==> config.mk <==
export PLATFORM = sky130hd
export DESIGN_NAME = sfsk_tone_gen
export DESIGN_NICKNAME = d
export VERILOG_FILES = /design/src/rtl/sfsk_pkg.sv /design/src/rtl/sfsk_tune_bank.sv /design/src/rtl/sfsk_phase_acc.sv /design/src/rtl/sfsk_sine_rom.sv /design/src/rtl/sfsk_tone_gen.sv
export SDC_FILE = /design/constraint.sdc
export NUM_CORES = 1
export LEC_CHECK = 0
export ABC_AREA = 1
export BUFFER_PORTS_ARGS = -buffer_cell sky130_fd_sc_hd__buf_2
export CORE_ASPECT_RATIO = 1.5
export CORE_MARGIN = 5
export CORE_UTILIZATION = 41
export CTS_BUF_LIST = sky130_fd_sc_hd__clkbuf_2 sky130_fd_sc_hd__clkbuf_4 sky130_fd_sc_hd__clkbuf_8
export CTS_CLUSTER_DIAMETER = 100
export DETAILED_ROUTE_END_ITERATION = 6
export GPL_ROUTABILITY_DRIVEN = 0
export PLACE_DENSITY = 0.67
export SLEW_MARGIN = 10
export SYNTH_ARGS = -nofsm -noshare
export SYNTH_HDL_FRONTEND = slang
export SYNTH_SLANG_ARGS = --single-unit
export TNS_END_PERCENT = 100
==> constraint.sdc <==
create_clock -name clk -period 4.05 [get_ports clk]
set_input_delay 0.2025 -clock clk [delete_from_list [all_inputs] [get_ports clk]]
set_output_delay 0.2025 -clock clk [all_outputs]
set_load 0.05 [all_outputs]
==> src/rtl/sfsk_pkg.sv <==
package sfsk_pkg;

  // Quarter-wave entry i of a table with 2**qbits points per quarter,
  // centred half a step into each slot so both mirror halves share it.
  // Rational sine approximation, integer only, rounded to nearest.
  function automatic int quarter_sine(input int i, input int qbits, input int amp);
    longint half;
    longint x;
    longint p;
    longint num;
    longint den;
    half = longint'(1) << (qbits + 2);
    x    = 2 * longint'(i) + 1;
    p    = x * (half - x);
    num  = longint'(amp) * 16 * p;
    den  = 5 * half * half - 4 * p;
    return int'((num + den / 2) / den);
  endfunction

  // Table address from a phase index: mirror on odd quadrants.
  function automatic int unsigned mirror_addr(input int unsigned idx,
                                              input bit odd_quad,
                                              input int qbits);
    int unsigned mask;
    mask = (1 << qbits) - 1;
    return odd_quad ? (mask - (idx & mask)) : (idx & mask);
  endfunction

endpackage

==> src/rtl/sfsk_tune_bank.sv <==
module sfsk_tune_bank #(
  parameter int PHASE_W = 24,
  parameter logic [PHASE_W-1:0] DEF_SPACE = '0,
  parameter logic [PHASE_W-1:0] DEF_MARK  = '0
) (
  input  logic               clk,
  input  logic               rst_n,
  input  logic               idle,
  input  logic               wr,
  input  logic [PHASE_W-1:0] space_in,
  input  logic [PHASE_W-1:0] mark_in,
  output logic [PHASE_W-1:0] space_q,
  output logic [PHASE_W-1:0] mark_q,
  output logic               pend_q
);

  logic [PHASE_W-1:0] pend_space;
  logic [PHASE_W-1:0] pend_mark;
  logic               load_direct;
  logic               load_held;
  logic               hold_new;

  assign load_direct = idle & wr;
  assign load_held   = idle & ~wr & pend_q;
  assign hold_new    = ~idle & wr;

  always_ff @(posedge clk or negedge rst_n) begin
    if (!rst_n) begin
      space_q    <= DEF_SPACE;
      mark_q     <= DEF_MARK;
      pend_space <= '0;
      pend_mark  <= '0;
      pend_q     <= 1'b0;
    end else begin
      if (load_direct) begin
        space_q <= space_in;
        mark_q  <= mark_in;
        pend_q  <= 1'b0;
      end else if (load_held) begin
        space_q <= pend_space;
        mark_q  <= pend_mark;
        pend_q  <= 1'b0;
      end else if (hold_new) begin
        pend_space <= space_in;
        pend_mark  <= mark_in;
        pend_q     <= 1'b1;
      end
    end
  end

endmodule

==> src/rtl/sfsk_phase_acc.sv <==
module sfsk_phase_acc #(
  parameter int PHASE_W = 24
) (
  input  logic               clk,
  input  logic               rst_n,
  input  logic               run,
  input  logic               tst_en,
  input  logic               tst_sel,
  input  logic               bit_stb,
  input  logic               bit_in,
  input  logic [PHASE_W-1:0] space_w,
  input  logic [PHASE_W-1:0] mark_w,
  output logic               sel_mark,
  output logic [PHASE_W-1:0] acc_q
);

  logic               bit_q;
  logic               data_sel;
  logic [PHASE_W-1:0] step;

  // A strobed bit steers the step at the same edge it is stored.
  assign data_sel = bit_stb ? bit_in : bit_q;
  assign sel_mark = tst_en ? tst_sel : data_sel;
  assign step     = sel_mark ? mark_w : space_w;

  always_ff @(posedge clk or negedge rst_n) begin
    if (!rst_n) begin
      bit_q <= 1'b0;
    end else if (bit_stb) begin
      bit_q <= bit_in;
    end
  end

  always_ff @(posedge clk or negedge rst_n) begin
    if (!rst_n) begin
      acc_q <= '0;
    end else if (run) begin
      acc_q <= acc_q + step;
    end else begin
      acc_q <= '0;
    end
  end

endmodule

==> src/rtl/sfsk_sine_rom.sv <==
module sfsk_sine_rom #(
  parameter int SAMPLE_W = 10,
  parameter int LUT_AW   = 6
) (
  input  logic [LUT_AW+1:0]          phase,
  output logic signed [SAMPLE_W-1:0] sample
);
  import sfsk_pkg::*;

  localparam int DEPTH = 1 << LUT_AW;
  localparam int AMP   = (1 << (SAMPLE_W - 1)) - 1;

  logic [SAMPLE_W-2:0] tbl [DEPTH];
  logic [1:0]          quad;
  logic [LUT_AW-1:0]   idx;
  logic [LUT_AW-1:0]   addr;
  logic [SAMPLE_W-1:0] mag;

  for (genvar g = 0; g < DEPTH; g++) begin : g_tbl
    assign tbl[g] = (SAMPLE_W-1)'(quarter_sine(g, LUT_AW, AMP));
  end

  assign quad = phase[LUT_AW+1:LUT_AW];
  assign idx  = phase[LUT_AW-1:0];
  assign addr = LUT_AW'(mirror_addr(32'(idx), quad[0], LUT_AW));
  assign mag  = {1'b0, tbl[addr]};

  always_comb begin
    if (quad[1]) begin
      sample = -$signed(mag);
    end else begin
      sample = $signed(mag);
    end
  end

endmodule

==> src/rtl/sfsk_tone_gen.sv <==
module sfsk_tone_gen #(
  parameter int PHASE_W  = 24,
  parameter int SAMPLE_W = 10,
  parameter int LUT_AW   = 6,
  parameter logic [PHASE_W-1:0] DEF_SPACE = 24'h050000,
  parameter logic [PHASE_W-1:0] DEF_MARK  = 24'h0B3000
) (
  input  logic                       clk,
  input  logic                       rst_n,
  input  logic                       tx_en,
  input  logic                       tst_en,
  input  logic                       tst_sel,
  input  logic                       bit_stb,
  input  logic                       bit_in,
  input  logic                       tw_wr,
  input  logic [PHASE_W-1:0]         tw_space,
  input  logic [PHASE_W-1:0]         tw_mark,
  output logic signed [SAMPLE_W-1:0] smp_out,
  output logic                       smp_vld
);

  localparam int IDX_W = LUT_AW + 2;

  // Named internal events, visible to the bound checker.
  logic                       busy;
  logic                       sel_mark;
  logic                       pend_vld;
  logic [PHASE_W-1:0]         act_space;
  logic [PHASE_W-1:0]         act_mark;
  logic [PHASE_W-1:0]         acc;
  logic [IDX_W-1:0]           phase_idx;
  logic signed [SAMPLE_W-1:0] rom_smp;

  assign busy      = tx_en | tst_en;
  assign phase_idx = acc[PHASE_W-1 -: IDX_W];

  sfsk_tune_bank #(
    .PHASE_W  (PHASE_W),
    .DEF_SPACE(DEF_SPACE),
    .DEF_MARK (DEF_MARK)
  ) u_tune (
    .clk     (clk),
    .rst_n   (rst_n),
    .idle    (~busy),
    .wr      (tw_wr),
    .space_in(tw_space),
    .mark_in (tw_mark),
    .space_q (act_space),
    .mark_q  (act_mark),
    .pend_q  (pend_vld)
  );

  sfsk_phase_acc #(
    .PHASE_W(PHASE_W)
  ) u_acc (
    .clk     (clk),
    .rst_n   (rst_n),
    .run     (busy),
    .tst_en  (tst_en),
    .tst_sel (tst_sel),
    .bit_stb (bit_stb),
    .bit_in  (bit_in),
    .space_w (act_space),
    .mark_w  (act_mark),
    .sel_mark(sel_mark),
    .acc_q   (acc)
  );

  sfsk_sine_rom #(
    .SAMPLE_W(SAMPLE_W),
    .LUT_AW  (LUT_AW)
  ) u_rom (
    .phase (phase_idx),
    .sample(rom_smp)
  );

  // Sample the phase held before this edge's advance.
  always_ff @(posedge clk or negedge rst_n) begin
    if (!rst_n) begin
      smp_out <= '0;
      smp_vld <= 1'b0;
    end else begin
      smp_out <= busy ? rom_smp : '0;
      smp_vld <= busy;
    end
  end

endmodule

# --- After elaboration in Yosys (flattened, before gate mapping) ---
# Memories as Yosys holds them, arrays and structs flattened.
# Index checks and enable logic that the tools add are counted.
word_totals:
  reg_bits: 133
  mem_count: 1
  rom_bits: 576
  word_cells: 43
mem_list:
  columns: ["memory", "words", "width", "rd", "rd_clocked_by_memory_dff", "wr", "line_no", "rtl"]
  rows:
  - ["(name not given)", 64, 9, 1, 0, 0, "sfsk_sine_rom.sv:26", "assign mag = {1'b0, tbl[addr]};"]
classes:
  n_mux: 16
  n_reduce_logical: 3
  n_bitwise: 10
  add_sub_neg: 3
  order_cmp: 1
op_table:
  columns: ["operator", "count"]
  rows:
  - ["24-bit 2-to-1 mux", 6]
  - ["24-bit adder", 1]
  - ["10-bit 2-to-1 mux", 2]
  - ["9-bit 2-to-1 mux", 2]
  - ["9-bit negator with 10-bit output", 1]
  - ["7-bit greater-or-equal comparator, second input constant", 1]
  - ["6-bit inverter with 7-bit output", 1]
  - ["6-bit 2-to-1 mux", 1]
  - ["6-bit subtractor, first input constant", 1]
  - ["1-bit 2-to-1 mux", 5]
  - ["1-bit AND", 4]
  - ["1-bit inverter", 4]
  - ["3-bit AND reduction", 1]
  - ["3-bit nonzero test", 1]
  - ["2-bit nonzero test", 1]
  - ["1-bit OR", 1]

# --- Depth between registers and ports, before layout ---
# Gate-level depths: netlist (run 1).
depth:
  word_depth: 9
  ltp_mapped: 22

# --- By module ---
# A second synthesis (run 1) with hierarchy kept.
hier_totals:
  cells_unflattened: 1360
  hier_area_um2: 9028.7
by_module_without_submodules:
  columns: ["mod", "area_each_um2", "cells_each", "n_inst"]
  rows:
  - ["sfsk_tune_bank", 4494.3, 578, 1]
  - ["sfsk_phase_acc", 2839.0, 489, 1]
  - ["sfsk_sine_rom", 1323.8, 259, 1]
  - ["sfsk_tone_gen", 371.6, 34, 1]

# --- Worst setup path before layout (run 1) ---
# No wires, ideal clock.
synth_timing:
  path_kind: "reg-to-reg"
  start: "register u_acc.bit_q"
  end: "register u_acc.acc_q[16]"
  path_stages_with_launch: 23
  required_time_ns: 3.933
  synth_period_minus_slack_ns: 3.022
  arrival_ns: 2.905
  setup_ns: 0.117
  setup_slack_ns: 1.028
  cell_sequence: "dfrtp_1 -> inv_1 -> o21ai_0 -> mux2_2 -> clkbuf_1 -> clkbuf_1 -> nand2_1 -> o21ai_0 -> ha_1 -> inv_1 -> fa_1 -> inv_1 -> nand3_1 -> nand2_1 -> a21oi_1 -> inv_1 -> nand2_1 -> nand2_1 -> a21oi_1 -> o21ai_0 -> nand2_1 -> nand2_1 -> nor2_1"
synth_via:
  elab_chain_cells: 5
synth_lines:
  columns: ["element", "line_no", "rtl"]
  rows:
  - ["from (decl)", "sfsk_phase_acc.sv:17", "logic bit_q;"]
  - ["from (signal assigned)", "sfsk_phase_acc.sv:30", "bit_q <= bit_in;"]
  - ["1-bit 2-to-1 mux", null, null]
  - ["net u_acc.data_sel", "sfsk_phase_acc.sv:18", "logic data_sel;"]
  - ["1-bit 2-to-1 mux", "sfsk_phase_acc.sv:23", "assign sel_mark = tst_en ? tst_sel : data_sel;"]
  - ["24-bit 2-to-1 mux", "sfsk_phase_acc.sv:24", "assign step = sel_mark ? mark_w : space_w;"]
  - ["24-bit adder", "sfsk_phase_acc.sv:38", "acc_q <= acc_q + step;"]
  - ["24-bit 2-to-1 mux", "sfsk_phase_acc.sv:37", "end else if (run) begin"]
  - ["to (signal assigned)", "sfsk_phase_acc.sv:38", null]
  - ["to (decl)", "sfsk_phase_acc.sv:14", "output logic [PHASE_W-1:0] acc_q"]
# The timed path passes the listed nets, and every way through them passes these cells.
# A chain may end at the register's enable or synchronous reset.

# --- Final worst setup path (run 1) ---
layout_timing:
  start: "input bit_stb"
  end: "register u_acc.acc_q[16]"
layout_via:
  elab_chain_cells: 5
layout_lines:
  columns: ["element", "line_no", "rtl"]
  rows:
  - ["from (decl)", "sfsk_tone_gen.sv:13", "input logic bit_stb,"]
  - ["1-bit 2-to-1 mux", null, null]
  - ["net u_acc.data_sel", "sfsk_phase_acc.sv:18", null]
  - ["1-bit 2-to-1 mux", "sfsk_phase_acc.sv:23", null]
  - ["24-bit 2-to-1 mux", "sfsk_phase_acc.sv:24", null]
  - ["24-bit adder", "sfsk_phase_acc.sv:38", null]
  - ["24-bit 2-to-1 mux", "sfsk_phase_acc.sv:37", null]
# The timed path passes the listed nets, and every way through them passes these cells.

==> results of run 1 <==
==> cell type report <==
cell class / instances / area share (%)
clock inverter: 14 / 1.40
inverter: 89 / 3.88
timing repair buffer: 113 / 8.78
clock buffer: 18 / 2.74
tap: 252 / 3.48
sequential: 133 / 36.9
multi-input combinational: 651 / 42.8
==> through the flow <==
stage,area [um^2],power [mW]
2_1_floorplan,7780,5.21
3_3_place_gp,8310,5.87
3_5_place_dp,8310,5.91
4_1_cts,9030,7.02
5_1_grt,9050,7.60
6_report,9050,7.00
==> metal layers <==
| metal | GRT usage, % | vias to the layer above |
|---|---|---|
| met3 | 2.49 | 34 |
| met4 | 6.59 | 0 |
| met2 | 30.9 | 116 |
| met1 | 20.3 | 3077 |
| met5 | 0 | - |
| li1 | - | 3252 |
==> cells by family (layout without fill, tap and decap cells) <==
family	Yosys count	count (layout)
buf+inv	131	234
compound gates	220	220
mux	49	49
flops	133	133
fa+ha+maj	25	25
simple gates	347	347
xor+xnor	10	10
==> Yosys cell counts, types with 2 or more instances <==
cell	instances
sky130_fd_sc_hd__a21boi_0	3
sky130_fd_sc_hd__a21o_1	2
sky130_fd_sc_hd__a21oi_1	52
sky130_fd_sc_hd__a31o_2	2
sky130_fd_sc_hd__a31oi_1	2
sky130_fd_sc_hd__buf_2	16
sky130_fd_sc_hd__buf_4	2
sky130_fd_sc_hd__buf_8	3
sky130_fd_sc_hd__clkbuf_1	20
sky130_fd_sc_hd__dfrtp_1	126
sky130_fd_sc_hd__dfstp_2	7
sky130_fd_sc_hd__ha_1	24
sky130_fd_sc_hd__inv_1	81
sky130_fd_sc_hd__inv_2	5
sky130_fd_sc_hd__mux2_2	49
sky130_fd_sc_hd__nand2_1	152
sky130_fd_sc_hd__nand2_2	19
sky130_fd_sc_hd__nand2_4	9
sky130_fd_sc_hd__nand2_8	3
sky130_fd_sc_hd__nand3_1	48
sky130_fd_sc_hd__nand3_2	7
sky130_fd_sc_hd__nand4_1	2
sky130_fd_sc_hd__nor2_1	92
sky130_fd_sc_hd__nor2_2	6
sky130_fd_sc_hd__nor2_4	4
sky130_fd_sc_hd__nor4_1	2
sky130_fd_sc_hd__o21ai_0	100
sky130_fd_sc_hd__o21ai_1	3
sky130_fd_sc_hd__o21bai_1	4
sky130_fd_sc_hd__o22ai_1	47
sky130_fd_sc_hd__xnor2_1	4
sky130_fd_sc_hd__xnor2_4	2
sky130_fd_sc_hd__xor2_1	4
==> worst paths after layout <==
check | start | cells past startpoint | endpoint | slack [ps]
worst min-delay path | tw_space[18] | 2 | u_tune.pend_space[18] | 30
min in group asynchronous | rst_n | 2 | u_tune.pend_mark[6] | 330
worst max register to register | u_acc.bit_q | 20 | u_acc.acc_q[16] | 690
worst max-delay path | bit_stb | 21 | u_acc.acc_q[16] | 620
max in group asynchronous | rst_n | 3 | u_tune.mark_q[19] | 2790
worst min register to register | u_tune.mark_q[13] | 2 | u_tune.mark_q[13] | 490
==> power breakdown <==
group	internal, mW	switching, mW	leakage, nW	total [mW]
Combinational	1.40	2.63	2.43	4.03
Sequential	1.68	0.235	1.60	1.91
Clock	0.507	0.554	0.190	1.06
==> layout by cell type (no fill, tap or decap), types with 3 or more instances in the layout <==
master	synthesis	layout
sky130_fd_sc_hd__nand2_1	152	151
sky130_fd_sc_hd__dfrtp_1	126	126
sky130_fd_sc_hd__o21ai_0	100	100
sky130_fd_sc_hd__nor2_1	92	91
sky130_fd_sc_hd__inv_1	81	81
sky130_fd_sc_hd__buf_2	16	65
sky130_fd_sc_hd__a21oi_1	52	51
sky130_fd_sc_hd__mux2_2	49	49
sky130_fd_sc_hd__nand3_1	48	48
sky130_fd_sc_hd__o22ai_1	47	47
sky130_fd_sc_hd__dlygate4sd3_1	0	37
sky130_fd_sc_hd__ha_1	24	24
sky130_fd_sc_hd__nand2_2	19	20
sky130_fd_sc_hd__clkbuf_8	0	18
sky130_fd_sc_hd__nand2_4	9	9
sky130_fd_sc_hd__buf_4	2	9
sky130_fd_sc_hd__nand3_2	7	7
sky130_fd_sc_hd__dfstp_2	7	7
sky130_fd_sc_hd__nor2_2	6	6
sky130_fd_sc_hd__inv_2	5	5
sky130_fd_sc_hd__inv_6	1	5
sky130_fd_sc_hd__nor2_4	4	5
sky130_fd_sc_hd__o21bai_1	4	4
sky130_fd_sc_hd__xnor2_1	4	4
sky130_fd_sc_hd__xor2_1	4	4
sky130_fd_sc_hd__clkinv_2	0	4
sky130_fd_sc_hd__nand2_8	3	3
sky130_fd_sc_hd__o21ai_1	3	3
sky130_fd_sc_hd__a21boi_0	3	3
sky130_fd_sc_hd__clkinv_4	0	3
==> sequential cells by signal, summed over array words and instances, names as in the netlist <==
name               count
u_tune.pend_q          1
smp_vld                1
u_tune.space_q        24
u_acc.bit_q            1
u_tune.mark_q         24
smp_out               10
u_acc.acc_q           24
u_tune.pend_mark      24
u_tune.pend_space     24
==> timing repair <==
item,CTS,global route
endpoints found under the setup margin,0,0
hold endpoints to repair,94,2
hold buffers,35,2
==> impl_results.html, run 1 <==
<table>
<tr><th>Metric</th><th>Value</th></tr>
<tr><th colspan="2">Status</th></tr>
<tr><td>Outcome</td><td>completed</td></tr>
<tr><th colspan="2">CTS</th></tr>
<tr><td>Number of buffers inserted during clock tree synthesis</td><td>17</td></tr>
<tr><td>H-tree lvl count</td><td>4</td></tr>
<tr><td>CTS Root Cell</td><td>sky130_fd_sc_hd__clkbuf_8</td></tr>
<tr><td>Clk slew on worst S/H paths</td><td>approximately 80 ps</td></tr>
<tr><td>Number of instances resized during post-cts repair</td><td>0</td></tr>
<tr><td>Post-CTS repair timing setup buffer count</td><td>0</td></tr>
<tr><td>Deepest clock path buffer count</td><td>2</td></tr>
<tr><td>Latest clock arrival within the worst-skew pair</td><td>430 ps</td></tr>
<tr><td>TritonCTS clock tree</td><td>built</td></tr>
<tr><td>Clock sink count</td><td>between 100 and 150</td></tr>
<tr><th colspan="2">GRT</th></tr>
<tr><td>Via count of the first global-routing pass</td><td>6407</td></tr>
<tr><td>Largest net degree at the start of global routing</td><td>75</td></tr>
<tr><td>Global Route Usage Sum</td><td>17.1%</td></tr>
<tr><td>First-pass GRT wire length</td><td>approximately 30 mm</td></tr>
<tr><td>Remaining global-route overflow</td><td>0</td></tr>
<tr><td>Initial antenna violation count</td><td>0</td></tr>
<tr><th colspan="2">Synth</th></tr>
<tr><td>Yosys synthesis warning count</td><td>0</td></tr>
<tr><td>Top area cells in the synthesized netlist</td><td>sky130_fd_sc_hd__dfrtp_1 41%, sky130_fd_sc_hd__nand2_1 7.3%, sky130_fd_sc_hd__mux2_2 7.1%, sky130_fd_sc_hd__o21ai_0 6.4%, sky130_fd_sc_hd__nor2_1 4.4%</td></tr>
<tr><td>Seq cells post-synth</td><td>133</td></tr>
<tr><td>Synthesized instance count</td><td>915</td></tr>
<tr><td>Multiplexer share of the synthesized area</td><td>7.09%</td></tr>
<tr><td>Combinational family with the most area after synthesis</td><td>simple AND/OR/NAND/NOR gates</td></tr>
<tr><td>Synth Area in Simple Gates</td><td>21.2%</td></tr>
<tr><td>Share of synthesized cell area in full adder, half adder and majority cells</td><td>4.12%</td></tr>
<tr><td>Unique masters post-synth</td><td>46</td></tr>
<tr><td>Synthesized area per cell</td><td>8.50 um^2</td></tr>
<tr><td>Total nets after synthesis</td><td>996</td></tr>
<tr><td>Proportion of synthesized flip-flops having asynchronous set or reset</td><td>100%</td></tr>
<tr><td>Dominant synthesized flop cell</td><td>sky130_fd_sc_hd__dfrtp_1</td></tr>
<tr><td>Number of synthesized flops with an enable pin</td><td>0</td></tr>
<tr><td>Synthesized-area fraction occupied by ao, oa, aoi and oai cells</td><td>~16%</td></tr>
<tr><td>Proportion of netlist area held by the largest area contributor</td><td>40.5%</td></tr>
<tr><td>Synthesized-area fraction occupied by xor and xnor cells</td><td>1.61%</td></tr>
<tr><td>Area leader, netlist</td><td>sky130_fd_sc_hd__dfrtp_1</td></tr>
<tr><td>Sequential fraction of the synthesis area</td><td>between 40% and 50%</td></tr>
<tr><td>Netlist area before placement</td><td>7780 um^2</td></tr>
<tr><th colspan="2">Floorplan</th></tr>
<tr><td>Width of the chip</td><td>between 100 and 150 um</td></tr>
<tr><td>Area inside the core boundary</td><td>18600 um^2</td></tr>
<tr><td>Number of rows in the core area</td><td>61</td></tr>
<tr><td>Starting Density</td><td>41.8%</td></tr>
<tr><td>Overall die area</td><td>21900 um^2</td></tr>
<tr><td>Floorplan die height</td><td>179 um</td></tr>
<tr><td>I/O Pins</td><td>67</td></tr>
<tr><th colspan="2">Worst setup path</th></tr>
<tr><td>Critical Path End Type</td><td>register</td></tr>
<tr><td>Ordered list of cells on the worst path</td><td>dlygate4sd3_1, buf_2, o21ai_0, mux2_2, nand2_1, o21ai_0, ha_1, inv_1, fa_1, inv_1, nand3_1, nand2_1, a21oi_1, inv_1, nand2_1, nand2_1, a21oi_1, o21ai_0, nand2_1, nand2_1, nor2_1</td></tr>
<tr><td>CP required</td><td>approximately 4400 ps</td></tr>
<tr><td>Critical path type</td><td>primary input to register</td></tr>
<tr><td>Critical path's slowest cell</td><td>sky130_fd_sc_hd__mux2_2</td></tr>
<tr><td>Delay of the slowest cell on the worst path</td><td>~580 ps</td></tr>
<tr><td>Buffers plus inverters on the worst setup path</td><td>5</td></tr>
<tr><td>Critical path launch point type</td><td>primary input</td></tr>
<tr><td>Dominant cell type by count on the critical path</td><td>sky130_fd_sc_hd__nand2_1</td></tr>
<tr><td>Category of cells accounting for the largest share of critical-path delay</td><td>buffers and inverters</td></tr>
<tr><td>Worst Path Arrival</td><td>3760 ps</td></tr>
<tr><td>Critical path peak fanout</td><td>34</td></tr>
<tr><th colspan="2">Job</th></tr>
<tr><td>Max-capacitance violation count</td><td>0</td></tr>
<tr><th colspan="2">Finish</th></tr>
<tr><td>Area taken by flip-flops and latches</td><td>3340 um^2</td></tr>
<tr><td>Count of inserted antenna diode cells</td><td>0</td></tr>
<tr><td>Share of layout cells above drive strength 1</td><td>22.6%</td></tr>
<tr><td>Count of fill cells added during filler insertion</td><td>1780</td></tr>
<tr><td>Total area of multi-input combinational cells</td><td>3880 um^2</td></tr>
<tr><td>Net count reported at finish</td><td>1086</td></tr>
<tr><td>P&amp;R area growth vs syn</td><td>16.3%</td></tr>
<tr><td>Final Instance Count excl. Fillers</td><td>1270</td></tr>
<tr><td>Utilization after layout</td><td>48.6%</td></tr>
<tr><th colspan="2">Detailed routing</th></tr>
<tr><td>Routed wirelength normalized by instance count</td><td>between 10 and 15 um</td></tr>
<tr><td>Max Used Layer</td><td>met4</td></tr>
<tr><td>Number of optimization iterations in the first detailed-route pass</td><td>4</td></tr>
<tr><td>Met3 routed WL</td><td>408 um</td></tr>
<tr><td>Number of vias after detailed routing</td><td>approximately 6500</td></tr>
<tr><td>Sum of met2 wire segment lengths after detailed routing</td><td>9.57 mm</td></tr>
<tr><td>Number of remaining DRC errors</td><td>0</td></tr>
<tr><td>Met1 Routed Length</td><td>7.63 mm</td></tr>
<tr><td>Sum of routed wire length over all layers</td><td>~18 mm</td></tr>
<tr><td>Via-to-Cell Ratio</td><td>5.10</td></tr>
<tr><td>Count of antenna-violating nets left after detailed routing</td><td>0</td></tr>
<tr><td>Initial detailed-routing violation count</td><td>427</td></tr>
<tr><th colspan="2">STA</th></tr>
<tr><td>Final worst setup slack</td><td>between 600 and 700 ps</td></tr>
<tr><td>Hold_ws</td><td>27.7 ps</td></tr>
<tr><td>Final setup TNS</td><td>0 ps</td></tr>
<tr><td>Worst Tran Pin Value</td><td>1200 ps</td></tr>
<tr><td>Final clock period utilization by the worst path</td><td>84.7%</td></tr>
<tr><td>Relative slew slack</td><td>19.6%</td></tr>
<tr><td>RSZ-0062 raised after global routing</td><td>no</td></tr>
<tr><td>Final setup viols</td><td>0</td></tr>
<tr><td>Fin. Hold Viols</td><td>0</td></tr>
<tr><td>Final Skew</td><td>between 10 and 15 ps</td></tr>
<tr><td>Total count of max-transition violations in the final report</td><td>0</td></tr>
<tr><td>Max Freq</td><td>between 0.2 and 0.3 GHz</td></tr>
<tr><td>Period minus WS final</td><td>between 3000 and 4000 ps</td></tr>
<tr><th colspan="2">Placed design</th></tr>
<tr><td>Number of placed cells counting well taps</td><td>1201</td></tr>
<tr><td>Total half-perimeter wirelength after legalization and detailed placement</td><td>~13 mm</td></tr>
<tr><td>Buffers added on ports</td><td>66</td></tr>
<tr><td>Minimum setup slack after placement</td><td>727 ps</td></tr>
<tr><th colspan="2">Power and ir drop</th></tr>
<tr><td>Total power divided by cell area</td><td>774 nW/um^2</td></tr>
<tr><td>Worst-case vdd ir drop</td><td>0.000343 V</td></tr>
<tr><td>P_leak</td><td>roughly 4.2 nW</td></tr>
<tr><th colspan="2">Worst hold path</th></tr>
<tr><td>Hold Path Class</td><td>primary input to register</td></tr>
</table>
Power figures use the tool's default switching activity.
==> run 2, diff against run 1 <==
Settings changed: ABC_AREA 1 to 0.
Clock period 4.05 ns to 3.29 ns, I/O delays scaled along.
==> impl_results.html, run 2 <==
<table>
<tr><th>Metric</th><th>Value</th></tr>
<tr><th colspan="2">Status</th></tr>
<tr><td>Outcome</td><td>completed (unchanged)</td></tr>
<tr><th colspan="2">CTS</th></tr>
<tr><td>Number of buffers inserted during clock tree synthesis</td><td>17 (unchanged)</td></tr>
<tr><td>Clk slew on worst S/H paths</td><td>80 ps (about the same)</td></tr>
<tr><td>Deepest clock path buffer count</td><td>2 (unchanged)</td></tr>
<tr><td>CTS Root Cell</td><td>sky130_fd_sc_hd__clkbuf_8 (unchanged)</td></tr>
<tr><td>TritonCTS clock tree</td><td>built (unchanged)</td></tr>
<tr><td>Latest clock arrival within the worst-skew pair</td><td>440 ps (was 430 ps)</td></tr>
<tr><td>Clock sink count</td><td>133 (unchanged)</td></tr>
<tr><td>H-tree lvl count</td><td>4 (unchanged)</td></tr>
<tr><th colspan="2">GRT</th></tr>
<tr><td>Initial antenna violation count</td><td>0 (unchanged)</td></tr>
<tr><td>GR Layer Usage met3</td><td>2.71% (was 2.49%)</td></tr>
<tr><td>Largest net degree at the start of global routing</td><td>114 (was 75)</td></tr>
<tr><td>First-pass GRT wire length</td><td>35.0 mm (was 30.3 mm)</td></tr>
<tr><td>Via count of the first global-routing pass</td><td>7323 (was 6407)</td></tr>
<tr><td>Layer with the highest usage</td><td>met2 (unchanged)</td></tr>
<tr><td>Remaining global-route overflow</td><td>0 (unchanged)</td></tr>
<tr><td>Global Route met2 Usage</td><td>34.0% (was 30.9%)</td></tr>
<tr><td>Global Route Usage Sum</td><td>18.4% (was 17.1%)</td></tr>
<tr><td>Met1 track demand over resource in global routing</td><td>20.0% (was 20.3%)</td></tr>
<tr><th colspan="2">Worst setup path</th></tr>
<tr><td>Delay of the slowest cell on the worst path</td><td>380 ps (was 580 ps)</td></tr>
<tr><td>Critical path peak fanout</td><td>5 (was 34)</td></tr>
<tr><td>CP required</td><td>3630 ps (was 4380 ps)</td></tr>
<tr><td>RR Endpoint</td><td>u_acc.acc_q[18] (was u_acc.acc_q[16])</td></tr>
<tr><td>Reg2Reg Launch Point</td><td>u_acc.bit_q (unchanged)</td></tr>
<tr><td>Worst Path Arrival</td><td>3620 ps (was 3760 ps)</td></tr>
<tr><td>Critical path type</td><td>register to register (was primary input to register)</td></tr>
<tr><td>Critical path's slowest cell</td><td>sky130_fd_sc_hd__o211ai_1 (was sky130_fd_sc_hd__mux2_2)</td></tr>
<tr><td>Number of cells traversed by the worst register-to-register path</td><td>15 (was 20)</td></tr>
<tr><td>Critical path launch point type</td><td>register (was primary input)</td></tr>
<tr><td>Critical Path End Type</td><td>register (unchanged)</td></tr>
<tr><td>Register-to-Register Setup Slack</td><td>10 ps (was 690 ps)</td></tr>
<tr><td>Ordered list of cells on the worst path</td><td>mux2_4, mux2i_4, buf_12, buf_4, mux2_2, inv_2, fa_2, nor2b_2, o21ai_2, a21oi_2, o2111a_1, o211ai_1, a21oi_1, o21ai_0, nor3b_1 (was dlygate4sd3_1, buf_2, o21ai_0, mux2_2, nand2_1, o21ai_0, ha_1, inv_1, fa_1, inv_1, nand3_1, nand2_1, a21oi_1, inv_1, nand2_1, nand2_1, a21oi_1, o21ai_0, nand2_1, nand2_1, nor2_1)</td></tr>
<tr><th colspan="2">Synth</th></tr>
<tr><td>Total nets after synthesis</td><td>968 (was 996)</td></tr>
<tr><td>Synthesized area per cell</td><td>9.24 um^2 (was 8.50 um^2)</td></tr>
<tr><td>Most used standard cell by instance count after synthesis</td><td>sky130_fd_sc_hd__dfrtp_1 (was sky130_fd_sc_hd__nand2_1)</td></tr>
<tr><td>Netlist area before placement</td><td>8200 um^2 (was 7780 um^2)</td></tr>
<tr><td>Proportion of netlist area held by the largest area contributor</td><td>38.5% (was 40.5%)</td></tr>
<tr><td>Top area cells in the synthesized netlist</td><td>sky130_fd_sc_hd__dfrtp_1 38%, sky130_fd_sc_hd__mux2_2 10%, sky130_fd_sc_hd__o21ai_0 4.6%, sky130_fd_sc_hd__a31oi_1 4.4%, sky130_fd_sc_hd__and2_1 3.7% (was sky130_fd_sc_hd__dfrtp_1 41%, sky130_fd_sc_hd__nand2_1 7.3%, sky130_fd_sc_hd__mux2_2 7.1%, sky130_fd_sc_hd__o21ai_0 6.4%, sky130_fd_sc_hd__nor2_1 4.4%)</td></tr>
<tr><td>Dominant synthesized flop cell</td><td>sky130_fd_sc_hd__dfrtp_1 (unchanged)</td></tr>
<tr><td>Ranking of synthesized cells by instance count</td><td>126 x sky130_fd_sc_hd__dfrtp_1, 75 x sky130_fd_sc_hd__o21ai_0, 73 x sky130_fd_sc_hd__mux2_2 (was 152 x sky130_fd_sc_hd__nand2_1, 126 x sky130_fd_sc_hd__dfrtp_1, 100 x sky130_fd_sc_hd__o21ai_0)</td></tr>
<tr><td>Seq cells post-synth</td><td>133 (unchanged)</td></tr>
<tr><td>Proportion of synthesized flip-flops having asynchronous set or reset</td><td>100% (unchanged)</td></tr>
<tr><td>Unique masters post-synth</td><td>70 (was 46)</td></tr>
<tr><td>Synthesized instance count</td><td>887 (was 915)</td></tr>
<tr><td>Number of synthesized flops with an enable pin</td><td>0 (unchanged)</td></tr>
<tr><td>Sequential fraction of the synthesis area</td><td>40.7% (was 42.9%)</td></tr>
<tr><td>Yosys synthesis warning count</td><td>0 (unchanged)</td></tr>
<tr><td>Area leader, netlist</td><td>sky130_fd_sc_hd__dfrtp_1 (unchanged)</td></tr>
<tr><th colspan="2">Finish</th></tr>
<tr><td>P&amp;R area growth vs syn</td><td>28.6% (was 16.3%)</td></tr>
<tr><td>Commonest non-fill, non-tap cell in the layout</td><td>sky130_fd_sc_hd__dfrtp_1 (was sky130_fd_sc_hd__nand2_1)</td></tr>
<tr><td>Net count reported at finish</td><td>1121 (was 1086)</td></tr>
<tr><td>Utilization after layout</td><td>53.5% (was 48.6%)</td></tr>
<tr><td>Count of inserted antenna diode cells</td><td>0 (unchanged)</td></tr>
<tr><td>Commonest non-fill, non-tap cells in the layout</td><td>125 x sky130_fd_sc_hd__dfrtp_1, 80 x sky130_fd_sc_hd__buf_4, 70 x sky130_fd_sc_hd__nand2_1, 68 x sky130_fd_sc_hd__o21ai_0, 66 x sky130_fd_sc_hd__mux2_2 (was 151 x sky130_fd_sc_hd__nand2_1, 126 x sky130_fd_sc_hd__dfrtp_1, 100 x sky130_fd_sc_hd__o21ai_0, 91 x sky130_fd_sc_hd__nor2_1, 81 x sky130_fd_sc_hd__inv_1)</td></tr>
<tr><td>Share of layout cells above drive strength 1</td><td>31.1% (was 22.6%)</td></tr>
<tr><th colspan="2">Power and ir drop</th></tr>
<tr><td>Total power divided by cell area</td><td>874 nW/um^2 (was 774 nW/um^2)</td></tr>
<tr><td>Worst-case vdd ir drop</td><td>0.000436 V (was 0.000343 V)</td></tr>
<tr><td>P_leak</td><td>4.61 nW (was 4.22 nW)</td></tr>
<tr><td>PnR Total Power</td><td>9.22 mW (was 7.00 mW)</td></tr>
<tr><th colspan="2">Detailed routing</th></tr>
<tr><td>Number of remaining DRC errors</td><td>0 (unchanged)</td></tr>
<tr><td>Via-to-Cell Ratio</td><td>5.56 (was 5.10)</td></tr>
<tr><td>Routed wirelength normalized by instance count</td><td>16.5 um (was 14.2 um)</td></tr>
<tr><td>Count of antenna-violating nets left after detailed routing</td><td>0 (unchanged)</td></tr>
<tr><td>Number of vias after detailed routing</td><td>7305 (was 6479)</td></tr>
<tr><td>Sum of routed wire length over all layers</td><td>21.7 mm (was 18.0 mm)</td></tr>
<tr><td>Number of optimization iterations in the first detailed-route pass</td><td>5 (was 4)</td></tr>
<tr><td>Initial detailed-routing violation count</td><td>380 (was 427)</td></tr>
<tr><th colspan="2">Floorplan</th></tr>
<tr><td>Number of rows in the core area</td><td>63 (was 61)</td></tr>
<tr><td>I/O Pins</td><td>67 (unchanged)</td></tr>
<tr><td>Width of the chip</td><td>125 um (was 122 um)</td></tr>
<tr><td>Floorplan die height</td><td>183 um (was 179 um)</td></tr>
<tr><td>Overall die area</td><td>23000 um^2 (was 21900 um^2)</td></tr>
<tr><td>Area inside the core boundary</td><td>19700 um^2 (was 18600 um^2)</td></tr>
<tr><td>Starting Density</td><td>41.6% (was 41.8%)</td></tr>
<tr><th colspan="2">STA</th></tr>
<tr><td>Final setup viols</td><td>0 (unchanged)</td></tr>
<tr><td>Relative slew slack</td><td>30.3% (was 19.6%)</td></tr>
<tr><td>Fin. Hold Viols</td><td>0 (unchanged)</td></tr>
<tr><td>Final Skew</td><td>13.6 ps (was 14.3 ps)</td></tr>
<tr><td>Period minus WS final</td><td>3280 ps</td></tr>
<tr><td>Max Freq</td><td>0.305 GHz</td></tr>
<tr><td>Final clock period utilization by the worst path</td><td>around 100%</td></tr>
<tr><td>Worst Tran Pin Value</td><td>1040 ps (was 1200 ps)</td></tr>
<tr><td>RSZ-0062 raised after global routing</td><td>yes (was no)</td></tr>
<tr><td>Total count of max-transition violations in the final report</td><td>0 (unchanged)</td></tr>
<tr><th colspan="2">Worst hold path</th></tr>
<tr><td>End point of the most critical hold path</td><td>u_tune.pend_q (was u_tune.pend_space[18])</td></tr>
<tr><td>Hold Path Class</td><td>primary input to register (unchanged)</td></tr>
<tr><td>Hold path start</td><td>tx_en (was tw_space[18])</td></tr>
<tr><td>Min-Delay Path Depth</td><td>3 (was 2)</td></tr>
<tr><th colspan="2">Placed design</th></tr>
<tr><td>Buffers added on ports</td><td>66 (unchanged)</td></tr>
<tr><td>Total half-perimeter wirelength after legalization and detailed placement</td><td>14.7 mm (was 12.6 mm)</td></tr>
<tr><th colspan="2">Job</th></tr>
<tr><td>Max-capacitance violation count</td><td>0 (unchanged)</td></tr>
</table>
==> run 2: changes by cell type after synthesis, sizes merged, moves of 14 or more <==
| cell | previous run | this run |
|---|---|---|
| nand2 | 183 | 71 |
| inv | 88 | 21 |
| a31oi | 2 | 58 |
| nor2 | 102 | 48 |
| and2 | 0 | 50 |
| nand3 | 55 | 11 |
| o22ai | 47 | 17 |
| clkbuf | 20 | 46 |
| mux2 | 49 | 73 |
| o21ai | 104 | 80 |
| nor3 | 1 | 21 |
| a21o | 2 | 17 |
| nand2b | 0 | 14 |
==> run 2: cell type report <==
| cell class | instances | area (um^2) |
|---|---|---|
| Tap cell | 260 | 325 |
| Timing Repair Buffer | 206 | 1600 |
| Inverter | 22 | 82.6 |
| Fill cell | 1732 | 9160 |
| Clock inverter | 6 | 66.3 |
| Sequential cell | 133 | 3340 |
| Multi-Input combinational cell | 660 | 4790 |
| Clock buffer | 26 | 339 |
==> run 2: through the flow <==
| stage | cell area, um^2 | TNS (ps) | hold slack, ps | std cells | setup WS [ps] |
|---|---|---|---|---|---|
| 6_report | 10500 | 0 | 91.2 | 1313 | 11.6 |
| 4_1_cts | 10100 | 0 | 67.3 | 1296 | 8.97 |
| 2_1_floorplan | 8230 | 0 | -131 | 887 | 14.7 |
| 5_1_grt | 10500 | -517 | 71.5 | 1313 | -164 |
| 3_5_place_dp | 9120 | -1100 | 389 | 1211 | -152 |
| 3_3_place_gp | 9120 | -497 | 390 | 1211 | -98.3 |
==> run 2: how the worst max path moves through the flow <==
stage / endpoint / startpoint / cells after the start
detailed placement: u_acc.acc_q[15] / u_acc.bit_q / 12
global placement: u_acc.acc_q[15] / u_acc.bit_q / 12
CTS: u_acc.acc_q[18] / u_acc.bit_q / 15
global route: u_acc.acc_q[18] / u_acc.bit_q / 15
finish: u_acc.acc_q[18] / u_acc.bit_q / 15
floorplan: u_acc.acc_q[8] / u_acc.bit_q / 15
==> run 2: logic make-up after synthesis <==
| family | synth area share (%) |
|---|---|
| AO/OA/AOI/OAI | 20.9 |
| XOR/XNOR | 3.10 |
| adder cells (fa/ha/maj) | 4.03 |
| buffers and inverters | 5.02 |
| flip-flops | 40.7 |
| multiplexers | 10.6 |
| AND/OR/NAND/NOR | 15.6 |
==> run 2: worst max-delay path: cells and delay by family (launching register included) <==
family / cells / cell delay [ps]
AO/OA/AOI/OAI: 6 / 1230
AND/OR/NAND/NOR: 2 / 260
buffers and inverters: 3 / 310
adder cells (fa/ha/maj): 1 / 220
flip-flops: 1 / 370
multiplexers: 3 / 790
==> run 2: layer usage <==
metal	up-vias	part of all wire [%]
met3	69	3.1
met1	3548	38
met2	191	54
met4	0	4.7
met5	-	0
li1	3497	-
==> run 2: power by group <==
| part | internal, mW | switching, mW | total, mW |
|---|---|---|---|
| sequential | 2.05 | 0.332 | 2.38 |
| combinational | 2.50 | 2.97 | 5.47 |
| clock | 0.744 | 0.617 | 1.36 |
==> run 2: repair_timing <==
item                                    in CTS  in global routing
gates cloned                                 0                  1
pin swaps                                    4                 26
setup buffers                                2                 16
hold endpoints to repair                   156                  0
hold buffers                                51                  0
resized for setup                           12                 56
endpoints found under the setup margin      13                 16
==> run 3, diff against run 2 <==
Clock period 3.29 ns to 3.4 ns, I/O delays scaled along.
==> impl_results.html, run 3 (synthesized netlist as in run 2, its figures left out) <==
<table>
<tr><th>Metric</th><th>Value</th></tr>
<tr><th colspan="2">Status</th></tr>
<tr><td>Outcome</td><td>completed (unchanged)</td></tr>
<tr><th colspan="2">Worst setup path</th></tr>
<tr><td>CP required</td><td>3740 ps (was 3630 ps)</td></tr>
<tr><td>Critical path type</td><td>primary input to register (was register to register)</td></tr>
<tr><td>Critical path peak fanout</td><td>6 (was 5)</td></tr>
<tr><td>Critical Path End Type</td><td>register (unchanged)</td></tr>
<tr><td>Worst Path Arrival</td><td>3600 ps (was 3620 ps)</td></tr>
<tr><td>Critical path launch point type</td><td>primary input (was register)</td></tr>
<tr><th colspan="2">STA</th></tr>
<tr><td>Final Skew</td><td>13.6 ps (about the same)</td></tr>
<tr><td>Final setup viols</td><td>0 (unchanged)</td></tr>
<tr><td>Fin. Hold Viols</td><td>0 (unchanged)</td></tr>
<tr><td>Period minus WS final</td><td>3270 ps</td></tr>
<tr><td>Total count of max-transition violations in the final report</td><td>0 (unchanged)</td></tr>
<tr><td>Final setup TNS</td><td>0 ps (unchanged)</td></tr>
<tr><td>Final clock period utilization by the worst path</td><td>96.1%</td></tr>
<tr><td>Hold_ws</td><td>230 ps (was 91.2 ps)</td></tr>
<tr><td>Worst Tran Pin Value</td><td>765 ps (was 1040 ps)</td></tr>
<tr><td>Max Freq</td><td>0.306 GHz</td></tr>
<tr><td>Relative slew slack</td><td>49.0% (was 30.3%)</td></tr>
<tr><th colspan="2">Finish</th></tr>
<tr><td>Utilization after layout</td><td>51.1% (was 53.5%)</td></tr>
<tr><td>P&amp;R area growth vs syn</td><td>22.8% (was 28.6%)</td></tr>
<tr><td>Share of layout cells above drive strength 1</td><td>26.2% (was 31.1%)</td></tr>
<tr><td>Commonest non-fill, non-tap cell in the layout</td><td>sky130_fd_sc_hd__dfrtp_1 (unchanged)</td></tr>
<tr><td>Net count reported at finish</td><td>1092 (was 1121)</td></tr>
<tr><td>Count of inserted antenna diode cells</td><td>0 (unchanged)</td></tr>
<tr><td>Commonest non-fill, non-tap cells in the layout</td><td>124 x sky130_fd_sc_hd__dfrtp_1, 73 x sky130_fd_sc_hd__mux2_2, 71 x sky130_fd_sc_hd__o21ai_0, 70 x sky130_fd_sc_hd__nand2_1, 65 x sky130_fd_sc_hd__buf_2 (was 125 x sky130_fd_sc_hd__dfrtp_1, 80 x sky130_fd_sc_hd__buf_4, 70 x sky130_fd_sc_hd__nand2_1, 68 x sky130_fd_sc_hd__o21ai_0, 66 x sky130_fd_sc_hd__mux2_2)</td></tr>
<tr><th colspan="2">GRT</th></tr>
<tr><td>Via count of the first global-routing pass</td><td>7221 (was 7323)</td></tr>
<tr><td>Largest net degree at the start of global routing</td><td>83 (was 114)</td></tr>
<tr><td>Initial antenna violation count</td><td>0 (unchanged)</td></tr>
<tr><td>Global Route Usage Sum</td><td>18.3% (was 18.4%)</td></tr>
<tr><td>First-pass GRT wire length</td><td>35.1 mm (was 35.0 mm)</td></tr>
<tr><td>Remaining global-route overflow</td><td>0 (unchanged)</td></tr>
<tr><th colspan="2">Detailed routing</th></tr>
<tr><td>Sum of routed wire length over all layers</td><td>21.1 mm (was 21.7 mm)</td></tr>
<tr><td>Count of antenna-violating nets left after detailed routing</td><td>0 (unchanged)</td></tr>
<tr><td>Via-to-Cell Ratio</td><td>5.57 (was 5.56)</td></tr>
<tr><td>Number of optimization iterations in the first detailed-route pass</td><td>5 (unchanged)</td></tr>
<tr><td>Number of vias after detailed routing</td><td>7147 (was 7305)</td></tr>
<tr><td>Initial detailed-routing violation count</td><td>327 (was 380)</td></tr>
<tr><td>Number of remaining DRC errors</td><td>0 (unchanged)</td></tr>
<tr><td>Routed wirelength normalized by instance count</td><td>16.4 um (was 16.5 um)</td></tr>
<tr><th colspan="2">CTS</th></tr>
<tr><td>H-tree lvl count</td><td>4 (unchanged)</td></tr>
<tr><td>Number of buffers inserted during clock tree synthesis</td><td>17 (unchanged)</td></tr>
<tr><td>CTS Root Cell</td><td>sky130_fd_sc_hd__clkbuf_8 (unchanged)</td></tr>
<tr><td>Deepest clock path buffer count</td><td>2 (unchanged)</td></tr>
<tr><td>TritonCTS clock tree</td><td>built (unchanged)</td></tr>
<tr><td>Latest clock arrival within the worst-skew pair</td><td>450 ps (was 440 ps)</td></tr>
<tr><td>Clock sink count</td><td>133 (unchanged)</td></tr>
<tr><td>Clk slew on worst S/H paths</td><td>80 ps (about the same)</td></tr>
<tr><th colspan="2">Power and ir drop</th></tr>
<tr><td>Worst-case vdd ir drop</td><td>0.000474 V (was 0.000436 V)</td></tr>
<tr><td>Total power divided by cell area</td><td>842 nW/um^2 (was 874 nW/um^2)</td></tr>
<tr><td>P_leak</td><td>4.43 nW (was 4.61 nW)</td></tr>
<tr><th colspan="2">Floorplan</th></tr>
<tr><td>Number of rows in the core area</td><td>63 (unchanged)</td></tr>
<tr><td>Width of the chip</td><td>125 um (unchanged)</td></tr>
<tr><td>Area inside the core boundary</td><td>19700 um^2 (unchanged)</td></tr>
<tr><td>Floorplan die height</td><td>183 um (unchanged)</td></tr>
<tr><td>Starting Density</td><td>41.6% (unchanged)</td></tr>
<tr><td>Overall die area</td><td>23000 um^2 (unchanged)</td></tr>
<tr><td>I/O Pins</td><td>67 (unchanged)</td></tr>
<tr><th colspan="2">Placed design</th></tr>
<tr><td>Buffers added on ports</td><td>66 (unchanged)</td></tr>
<tr><td>Total half-perimeter wirelength after legalization and detailed placement</td><td>14.5 mm (was 14.7 mm)</td></tr>
<tr><th colspan="2">Worst hold path</th></tr>
<tr><td>Hold Path Class</td><td>primary input to register (unchanged)</td></tr>
<tr><th colspan="2">Job</th></tr>
<tr><td>Max-capacitance violation count</td><td>0 (unchanged)</td></tr>
</table>
## run 3: changes by cell type in the layout (fill, tap and decap cells not counted), sizes merged
cell,delta
clkbuf,-5
buf,-29
clkinvlp,+2
bufinv,+2
inv,+1
## run 3: worst max-delay path, cell delays in order
cell	delay, ps
sky130_fd_sc_hd__dlygate4sd3_1	530
sky130_fd_sc_hd__buf_2	120
sky130_fd_sc_hd__mux2_2	280
sky130_fd_sc_hd__mux2i_4	230
sky130_fd_sc_hd__buf_6	200
sky130_fd_sc_hd__mux2_2	370
sky130_fd_sc_hd__ha_4	300
sky130_fd_sc_hd__and3_1	220
sky130_fd_sc_hd__nand2_1	110
sky130_fd_sc_hd__buf_4	140
sky130_fd_sc_hd__o21a_1	170
sky130_fd_sc_hd__o31ai_2	110
sky130_fd_sc_hd__nand3_1	180
sky130_fd_sc_hd__o21ai_0	220
sky130_fd_sc_hd__xor2_1	90
sky130_fd_sc_hd__and2_1	160
## run 3: layout make-up
type                            count  area [um^2]
Multi-Input combinational cell    660         4550
Inverter                           22         82.6
Clock inverter                     11          150
Clock buffer                       21          277
Sequential cell                   133         3340
Timing Repair Buffer              177         1340
Fill cell                        1809         9640
Tap cell                          260          325
## run 3: worst paths after layout
| kind | from | endpoint | slack (ps) | cells past startpoint |
|---|---|---|---|---|
| worst max-delay path | bit_in | u_acc.acc_q[13] | 130 | 16 |
| worst min-delay path | tw_wr | u_tune.mark_q[22] | 230 | 3 |
| worst max register to register | u_acc.bit_q | u_acc.acc_q[13] | 140 | 14 |
| worst min register to register | u_tune.space_q[21] | u_tune.space_q[21] | 480 | 2 |
| max in group asynchronous | rst_n | u_tune.mark_q[13] | 2150 | 3 |
| min in group asynchronous | rst_n | u_tune.pend_space[8] | 320 | 2 |
## run 3: power breakdown
part	leakage, nW	total (mW)	switching [mW]	internal [mW]
clock network	0.202	1.41	0.632	0.782
registers	1.60	2.32	0.332	1.99
logic	2.64	4.74	2.68	2.06
total	4.43	8.48	3.65	4.83
## run 3: per-layer routing
layer / track usage (%) / routed length [um]
met5: 0 / 0
met4: 10.6 / 992
met3: 2.91 / 751
met2: 32.1 / 10700
met1: 21.0 / 8590
## run 3: repair_timing
action                                 4_1_cts  5_1_grt
pin swaps                                    0        4
setup endpoints to repair                    5       11
gates resized for setup                      3       16
buffers inserted                             0        6
endpoints found under the hold margin      128        0
hold buffers                                51        0
gates cloned                                 0        1
## run 3: stage by stage
step | total power, mW | cells | setup WS (ps) | cell area (um^2)
final | 8.48 | 1284 | 134 | 10100
after global routing | 9.10 | 1284 | -8.87 | 10100
after CTS | 8.37 | 1277 | 32.5 | 9930
after detailed placement | 6.87 | 1194 | -37.1 | 8970
after global placement | 6.82 | 1194 | 27.9 | 8970
after floorplan | 5.60 | 887 | 51.6 | 8210
